**config.mk**
```make
export PLATFORM = sky130hd
export DESIGN_NAME = spi_stat_irq
export DESIGN_NICKNAME = d
export VERILOG_FILES = /design/src/rtl/spi_stat_pkg.sv /design/src/rtl/spi_stat_cfg.sv /design/src/rtl/spi_stat_flags.sv /design/src/rtl/spi_stat_rdbk.sv /design/src/rtl/spi_stat_irq.sv
export SDC_FILE = /design/constraint.sdc
export NUM_CORES = 1
export LEC_CHECK = 0
export BUFFER_PORTS_ARGS = -buffer_cell sky130_fd_sc_hd__buf_4
export CAP_MARGIN = 20
export CORE_MARGIN = 4
export CORE_UTILIZATION = 44
export CTS_BUF_LIST = sky130_fd_sc_hd__clkbuf_16
export DETAILED_ROUTE_END_ITERATION = 10
export GPL_TIMING_DRIVEN = 0
export PLACE_DENSITY = 0.78
export SKIP_LAST_GASP = 1
export SYNTH_ARGS = -nofsm -noshare
export SYNTH_HDL_FRONTEND = slang
export SYNTH_SLANG_ARGS = --single-unit
export TNS_END_PERCENT = 100
```
**constraint.sdc**
```tcl
create_clock -name clk -period 1.5 [get_ports clk]
set_input_delay 0.375 -clock clk [delete_from_list [all_inputs] [get_ports clk]]
set_output_delay 0.375 -clock clk [all_outputs]
set_load 0.01 [all_outputs]
```
**src/rtl/spi_stat_pkg.sv**
```systemverilog
package spi_stat_pkg;

  localparam int ADDR_W = 3;

  typedef enum logic [ADDR_W-1:0] {
    A_CTRL  = 3'd0,
    A_STAT  = 3'd1,
    A_IEN   = 3'd2,
    A_FCTL  = 3'd3,
    A_FSTAT = 3'd4,
    A_PARAM = 3'd5
  } reg_sel_e;

  // status / enable bit positions
  localparam int B_TDR   = 0;
  localparam int B_RDR   = 1;
  localparam int B_FRM   = 9;
  localparam int B_XFR   = 10;
  localparam int B_BUSY  = 24;
  localparam int EVT_LO  = 8;
  localparam int EVT_HI  = 13;
  localparam int N_EVT   = EVT_HI - EVT_LO + 1;

  // control bit positions
  localparam int B_EN    = 0;
  localparam int B_SRST  = 1;
  localparam int B_TXFL  = 8;
  localparam int B_RXFL  = 9;

  localparam int RXWM_LSB   = 16;
  localparam int RXCNT_LSB  = 16;
  localparam int RXLOG_LSB  = 8;

  localparam logic [31:0] IEN_MASK = 32'h0000_0603;

endpackage

```
**src/rtl/spi_stat_cfg.sv**
```systemverilog
module spi_stat_cfg
  import spi_stat_pkg::*;
#(
  parameter int TXW = 4,
  parameter int RXW = 4
) (
  input  logic              clk,
  input  logic              rst,
  input  logic              wr,
  input  logic [ADDR_W-1:0] addr,
  input  logic [31:0]       wdata,
  output logic              mod_en,
  output logic [31:0]       ien,
  output logic [TXW-1:0]    tx_wm,
  output logic [RXW-1:0]    rx_wm,
  output logic              tx_flush,
  output logic              rx_flush,
  output logic              soft_clr
);

  logic ctrl_wr, ien_wr, fctl_wr;

  assign ctrl_wr  = wr && (addr == A_CTRL);
  assign ien_wr   = wr && (addr == A_IEN);
  assign fctl_wr  = wr && (addr == A_FCTL);
  assign soft_clr = ctrl_wr && wdata[B_SRST];

  always_ff @(posedge clk) begin
    if (rst || soft_clr) begin
      mod_en <= 1'b0;
      ien    <= '0;
      tx_wm  <= '0;
      rx_wm  <= '0;
    end else begin
      if (ctrl_wr) mod_en <= wdata[B_EN];
      if (ien_wr)  ien    <= wdata & IEN_MASK;
      if (fctl_wr) begin
        tx_wm <= wdata[TXW-1:0];
        rx_wm <= wdata[RXWM_LSB +: RXW];
      end
    end
  end

  // flush strobes are self-clearing single-cycle pulses
  always_ff @(posedge clk) begin
    if (rst) begin
      tx_flush <= 1'b0;
      rx_flush <= 1'b0;
    end else begin
      tx_flush <= ctrl_wr && wdata[B_TXFL];
      rx_flush <= ctrl_wr && wdata[B_RXFL];
    end
  end

  AST_TXFL_SRC: assert property (@(posedge clk) disable iff (rst)
    $rose(tx_flush) |-> $past(ctrl_wr && wdata[B_TXFL]));
  AST_RXFL_ONE: assert property (@(posedge clk) disable iff (rst)
    (rx_flush && !$past(ctrl_wr && wdata[B_RXFL])) |-> 1'b0 );
  AST_SRST_CLR: assert property (@(posedge clk) disable iff (rst)
    soft_clr |=> (!mod_en && ien == '0 && tx_wm == '0 && rx_wm == '0));

endmodule

```
**src/rtl/spi_stat_flags.sv**
```systemverilog
module spi_stat_flags
  import spi_stat_pkg::*;
#(
  parameter int TX_CW = 5,
  parameter int RX_CW = 5,
  parameter int TXW   = 4,
  parameter int RXW   = 4
) (
  input  logic             clk,
  input  logic             rst,
  input  logic [TX_CW-1:0] tx_count,
  input  logic [RX_CW-1:0] rx_count,
  input  logic [TXW-1:0]   tx_wm,
  input  logic [RXW-1:0]   rx_wm,
  input  logic             frame_evt,
  input  logic             xfer_evt,
  input  logic             busy,
  input  logic             w1c,
  input  logic [N_EVT-1:0] w1c_bits,
  input  logic             soft_clr,
  output logic [31:0]      status
);

  logic [N_EVT-1:0] evt_in, evt_q;
  logic             tdr, rdr;

  always_comb begin
    evt_in = '0;
    evt_in[B_FRM-EVT_LO] = frame_evt;
    evt_in[B_XFR-EVT_LO] = xfer_evt;
  end

  // sticky flags: a set pulse wins over a same-cycle clearing write
  always_ff @(posedge clk) begin
    if (rst || soft_clr) begin
      evt_q <= '0;
    end else begin
      for (int i = 0; i < N_EVT; i++) begin
        if (evt_in[i])                   evt_q[i] <= 1'b1;
        else if (w1c && w1c_bits[i])     evt_q[i] <= 1'b0;
      end
    end
  end

  assign tdr = (tx_count <= TX_CW'(tx_wm));
  assign rdr = (rx_count >  RX_CW'(rx_wm));

  always_comb begin
    status                 = '0;
    status[B_TDR]          = tdr;
    status[B_RDR]          = rdr;
    status[EVT_HI:EVT_LO]  = evt_q;
    status[B_BUSY]         = busy;
  end

  AST_FRM_SET: assert property (@(posedge clk) disable iff (rst)
    (frame_evt && !soft_clr) |=> status[B_FRM]);
  AST_FRM_HOLD: assert property (@(posedge clk) disable iff (rst)
    (status[B_FRM] && !(w1c && w1c_bits[B_FRM-EVT_LO]) && !soft_clr) |=> status[B_FRM]);
  AST_XFR_SET: assert property (@(posedge clk) disable iff (rst)
    (xfer_evt && !soft_clr) |=> status[B_XFR]);
  AST_XFR_HOLD: assert property (@(posedge clk) disable iff (rst)
    (status[B_XFR] && !(w1c && w1c_bits[B_XFR-EVT_LO]) && !soft_clr) |=> status[B_XFR]);

endmodule

```
**src/rtl/spi_stat_rdbk.sv**
```systemverilog
module spi_stat_rdbk
  import spi_stat_pkg::*;
#(
  parameter int TX_LOG2 = 4,
  parameter int RX_LOG2 = 4,
  parameter int TX_CW   = TX_LOG2 + 1,
  parameter int RX_CW   = RX_LOG2 + 1
) (
  input  logic               clk,
  input  logic               rst,
  input  logic [ADDR_W-1:0]  addr,
  input  logic               mod_en,
  input  logic [31:0]        ien,
  input  logic [TX_LOG2-1:0] tx_wm,
  input  logic [RX_LOG2-1:0] rx_wm,
  input  logic [31:0]        status,
  input  logic [TX_CW-1:0]   tx_count,
  input  logic [RX_CW-1:0]   rx_count,
  output logic [31:0]        rdata,
  output logic               irq
);

  logic [31:0] rd_nxt;

  always_comb begin
    rd_nxt = '0;
    case (addr)
      A_CTRL:  rd_nxt[B_EN] = mod_en;
      A_STAT:  rd_nxt = status;
      A_IEN:   rd_nxt = ien;
      A_FCTL: begin
        rd_nxt[TX_LOG2-1:0]         = tx_wm;
        rd_nxt[RXWM_LSB +: RX_LOG2] = rx_wm;
      end
      A_FSTAT: begin
        rd_nxt[TX_CW-1:0]           = tx_count;
        rd_nxt[RXCNT_LSB +: RX_CW]  = rx_count;
      end
      A_PARAM: begin
        rd_nxt[3:0]                 = 4'(TX_LOG2);
        rd_nxt[RXLOG_LSB +: 4]      = 4'(RX_LOG2);
      end
      default: rd_nxt = '0;
    endcase
  end

  always_ff @(posedge clk) begin
    if (rst) begin
      rdata <= '0;
      irq   <= 1'b0;
    end else begin
      rdata <= rd_nxt;
      irq   <= |(status & ien);
    end
  end

  AST_IRQ_QUIET: assert property (@(posedge clk) disable iff (rst)
    (ien == '0) |=> !irq);

endmodule

```
**src/rtl/spi_stat_irq.sv**
```systemverilog
module spi_stat_irq
  import spi_stat_pkg::*;
#(
  parameter int TX_LOG2 = 4,
  parameter int RX_LOG2 = 4,
  localparam int TX_CW  = TX_LOG2 + 1,
  localparam int RX_CW  = RX_LOG2 + 1
) (
  input  logic              clk,
  input  logic              rst,
  input  logic              reg_wr,
  input  logic [2:0]        reg_addr,
  input  logic [31:0]       reg_wdata,
  output logic [31:0]       reg_rdata,
  input  logic [TX_CW-1:0]  tx_count,
  input  logic [RX_CW-1:0]  rx_count,
  input  logic              frame_done,
  input  logic              xfer_done,
  input  logic              engine_busy,
  output logic              mod_en,
  output logic              tx_flush,
  output logic              rx_flush,
  output logic              irq
);

  logic [31:0]        ien;
  logic [31:0]        status;
  logic [TX_LOG2-1:0] tx_wm;
  logic [RX_LOG2-1:0] rx_wm;
  logic               soft_clr;
  logic               stat_wr;

  assign stat_wr = reg_wr && (reg_addr == A_STAT);

  spi_stat_cfg #(.TXW(TX_LOG2), .RXW(RX_LOG2)) u_cfg (
    .clk(clk), .rst(rst), .wr(reg_wr), .addr(reg_addr), .wdata(reg_wdata),
    .mod_en(mod_en), .ien(ien), .tx_wm(tx_wm), .rx_wm(rx_wm),
    .tx_flush(tx_flush), .rx_flush(rx_flush), .soft_clr(soft_clr)
  );

  spi_stat_flags #(.TX_CW(TX_CW), .RX_CW(RX_CW), .TXW(TX_LOG2), .RXW(RX_LOG2)) u_flags (
    .clk(clk), .rst(rst), .tx_count(tx_count), .rx_count(rx_count),
    .tx_wm(tx_wm), .rx_wm(rx_wm), .frame_evt(frame_done), .xfer_evt(xfer_done),
    .busy(engine_busy), .w1c(stat_wr), .w1c_bits(reg_wdata[EVT_HI:EVT_LO]),
    .soft_clr(soft_clr), .status(status)
  );

  spi_stat_rdbk #(.TX_LOG2(TX_LOG2), .RX_LOG2(RX_LOG2), .TX_CW(TX_CW), .RX_CW(RX_CW)) u_rdbk (
    .clk(clk), .rst(rst), .addr(reg_addr), .mod_en(mod_en), .ien(ien),
    .tx_wm(tx_wm), .rx_wm(rx_wm), .status(status), .tx_count(tx_count),
    .rx_count(rx_count), .rdata(reg_rdata), .irq(irq)
  );

  AST_IRQ_RAISE: assert property (@(posedge clk) disable iff (rst)
    (frame_done && ien[B_FRM] && !soft_clr && !(reg_wr && reg_addr == A_IEN)) |=> ##1 irq);
  AST_BUSY_SEEN: assert property (@(posedge clk) disable iff (rst)
    (engine_busy && reg_addr == A_STAT) |=> reg_rdata[B_BUSY]);

endmodule

```
==> results.md <==
* Most frequent cells in the layout: 65 x buf_4, 26 x dfxtp_1, 20 x nand2_1
* Clock latency at the later pin of the worst-skew pair at 0.27 ns
* Gr usage total at 0.153
* Setup crit start: u_cfg.tx_wm[1]$_SDFFE_PP0P_
* Gate Count Post-Synth at 182
* GRT overflow at 0
* Unrepaired setup endpoints after global routing: yes
* Detail Route met2 WL at 1610 um
* Via density at 4.63
* Register area share after synthesis at 0.387
* DP Worst Slack at -0.104 ns
* WL met1 at 1540 um
* Synth warnings at 0
* Max Fclk at 694 MHz
* Final worst slack at 0.0584 ns
* Core ar. at 3420 sq um
* Clk slew on worst S/H paths at 0.05 ns
* Max clock buf depth at 2
* R2R Path Start: u_cfg.tx_wm[1]$_SDFFE_PP0P_
* Syn Area/Cell at 8.80 sq um
* Status: finished clean
* First-pass GRT wire length at 5370 um
* Die height at 68.3 um
* Synth cell types at 37
* # Max-Cap Violations at 0
* Crit end category: register
* Crit path depth at 6
* Worst EP arrival at 1.64 ns
* Worst path cell trace: inv_1 -> ha_1 -> or3_4 -> o221ai_4 -> nand3b_1 -> a21oi_1
* Worst hold path class: primary input to register
* Die X-Extent at 68.3 um
* Antenna Cells at 0
* CTS Hold Bufs at 0
* Crit path buffers/inverters at 1
* DR WL/cell at 11.6 um
* Crit-path max FO at 3
* Starting DRT DRC Count at 69
* FF-to-FF path depth at 6
* Io pins at 87
* Number of port buffers at 43
* CTS Root Cell: clkbuf_16
* Synthesized flop and latch total at 31
* Post-detailed-route DRC marker count at 0
* Nets at 309
* Layout Area Growth over Synthesis at 39.3%
* Num CTS Buffers at 5
* Die area at 4670 sq um
* DR vias at 1375
* PostCTS Resize Cnt at 0
* Pins Over Slew Limit at 0
* Post-route minimum period at 1.44 ns
* Post-CTS setup buffers at 0
* Worst reg2reg setup slack at 0.06 ns
* CTS tree: done
* Worst Skew at 0.00375 ns
* Period utilization at 0.961
* Netlist Area Pre-Place at 1600 sq um
* Reg-to-Reg End: u_rdbk.rdata[0]$_SDFF_PP0_
* Antenna-violating nets left at 0
* Leakage power at 1.00 nW
* Largest net degree at the start of global routing at 11
* Starting density of the core at 0.469
* Met3 wire len at 216 um
* Worst vdd ir at 0.454 mV
* Top sig layer: met4
* Worst path slowest cell: or3_4
* First-pass iteration count of the detailed router at 4
* HP Start: reg_wdata[8]
* Worst setup SP type: register
* Crit Path Class: register to register
* Crit path to: u_rdbk.rdata[0]$_SDFF_PP0_
* Worst EP required at 1.70 ns
* CP top delay family: simple AND/OR/NAND/NOR gates
* FP Rows at 21
* H-tree levels at 2
* Antenna violations before repair at 0
* CP peak stage delay at 0.40 ns
* WHS at 0.303 ns
* Num Clock Sinks at 31
* Setup-failing EPs final at 0
* Post-Route WL at 3440 um
* P per Cell Area at 931 nW/um^2
* RD Place Congestion at 0.808
* Commonest non-fill, non-tap cell in the layout: buf_4
* DPL Wire Length at 2680 um
* Fraction of layout cells with a size suffix above 1 at 0.378
* Vias in the first global route at 1267
* Final Hold Viols at 0
==> sequential cells by signal, summed over array words and instances (netlist names) <==
signal,count
u_rdbk.rdata,13
u_cfg.ien,4
u_cfg.rx_wm,4
u_cfg.tx_wm,4
u_flags.evt_q,2
u_cfg.mod_en,1
u_cfg.rx_flush,1
u_cfg.tx_flush,1
u_rdbk.irq,1
==> worst min path at each step <==
| stage | endpoint | slack (ns) | cells after the start |
|---|---|---|---|
| 2_1_floorplan | u_cfg.tx_wm[1]$_SDFFE_PP0P_ | 0.45 | 2 |
| 3_3_place_gp | u_cfg.tx_wm[1]$_SDFFE_PP0P_ | 0.46 | 2 |
| 3_5_place_dp | u_cfg.tx_wm[1]$_SDFFE_PP0P_ | 0.47 | 2 |
| 4_1_cts | u_cfg.tx_flush$_SDFF_PP0_ | 0.30 | 2 |
| 5_1_grt | u_cfg.tx_flush$_SDFF_PP0_ | 0.31 | 2 |
| 6_report | u_cfg.tx_flush$_SDFF_PP0_ | 0.30 | 2 |
==> final cells by class <==
class,instances,area (sq um)
Timing Repair Buffer,43,323
Clock inverter,3,12.5
Inverter,8,30.0
Tap cell,46,57.6
Buffer,29,210
Fill cell,300,1180
Sequential cell,31,627
Multi-Input combinational cell,132,846
Clock buffer,5,125
==> kinds of logic (layout without fill, tap and decap cells) <==
family	count (synthesis)	in the layout	synth area share
simple gates	65	65	0.211
buf+inv	37	88	0.150
compound gates	34	34	0.146
flops	31	31	0.388
fa+ha+maj	8	8	0.0625
mux	6	6	0.0406
other cells	1	19	0.00234
==> through the flow <==
step | std cells | instance area [sq um] | util | power, mW | setup TNS [ns]
2_1_floorplan | 200 | 1670 | - | 1.06 | 0
3_3_place_gp | 289 | 2050 | 0.600 | 1.16 | -0.142
3_5_place_dp | 289 | 2050 | 0.600 | 1.16 | -0.226
4_1_cts | 297 | 2190 | 0.640 | 2.07 | 0
5_1_grt | 297 | 2230 | 0.653 | 2.16 | -0.0184
6_report | 297 | 2230 | 0.653 | 2.08 | 0
==> cells in the mapped netlist (all sizes together) <==
library cell  number  area share
and2               4       0.016
a32oi              1      0.0055
and4               1      0.0055
ha                 8       0.063
a21oi             17       0.062
clkbuf             2      0.0047
nand3              5       0.016
o21a               1      0.0047
or3                1      0.0039
nand3b             3       0.014
nor3b              4       0.019
o21ai              3      0.0094
and3               2      0.0078
and2b              2      0.0094
nand4b             1      0.0055
nor2b              3       0.016
buf               27        0.13
nand2             20       0.047
mux2               1      0.0094
conb               1      0.0023
nor2              17       0.045
o221ai             1      0.0094
dfxtp             31        0.39
a2bb2oi            1      0.0055
nand4              1      0.0039
a31o               1      0.0055
a22oi              7       0.036
inv                8       0.019
mux2i              5       0.031
nor3               1      0.0031
a31oi              2      0.0078
==> per-layer routing <==
metal  vias to the layer above  track usage
met2                        46        0.248
met1                       607        0.183
met4                         0       0.0819
met3                         8       0.0427
li1                        714            -
met5                         -            0
==> where the power goes <==
group / internal, mW / total [mW] / switching, mW
Combinational: 0.159 / 0.301 / 0.142
Sequential: 0.847 / 0.859 / 0.0121
Clock: 0.596 / 0.917 / 0.320
Total: 1.60 / 2.08 / 0.475
==> worst reg2reg max path, stage by stage, from the launching register on <==
cell      delay (ns)
dfxtp_2         0.34
inv_1           0.05
ha_1            0.17
or3_4           0.40
o221ai_4        0.18
nand3b_1        0.10
a21oi_1         0.13
No activity file was read; power rests on OpenSTA's default activity.
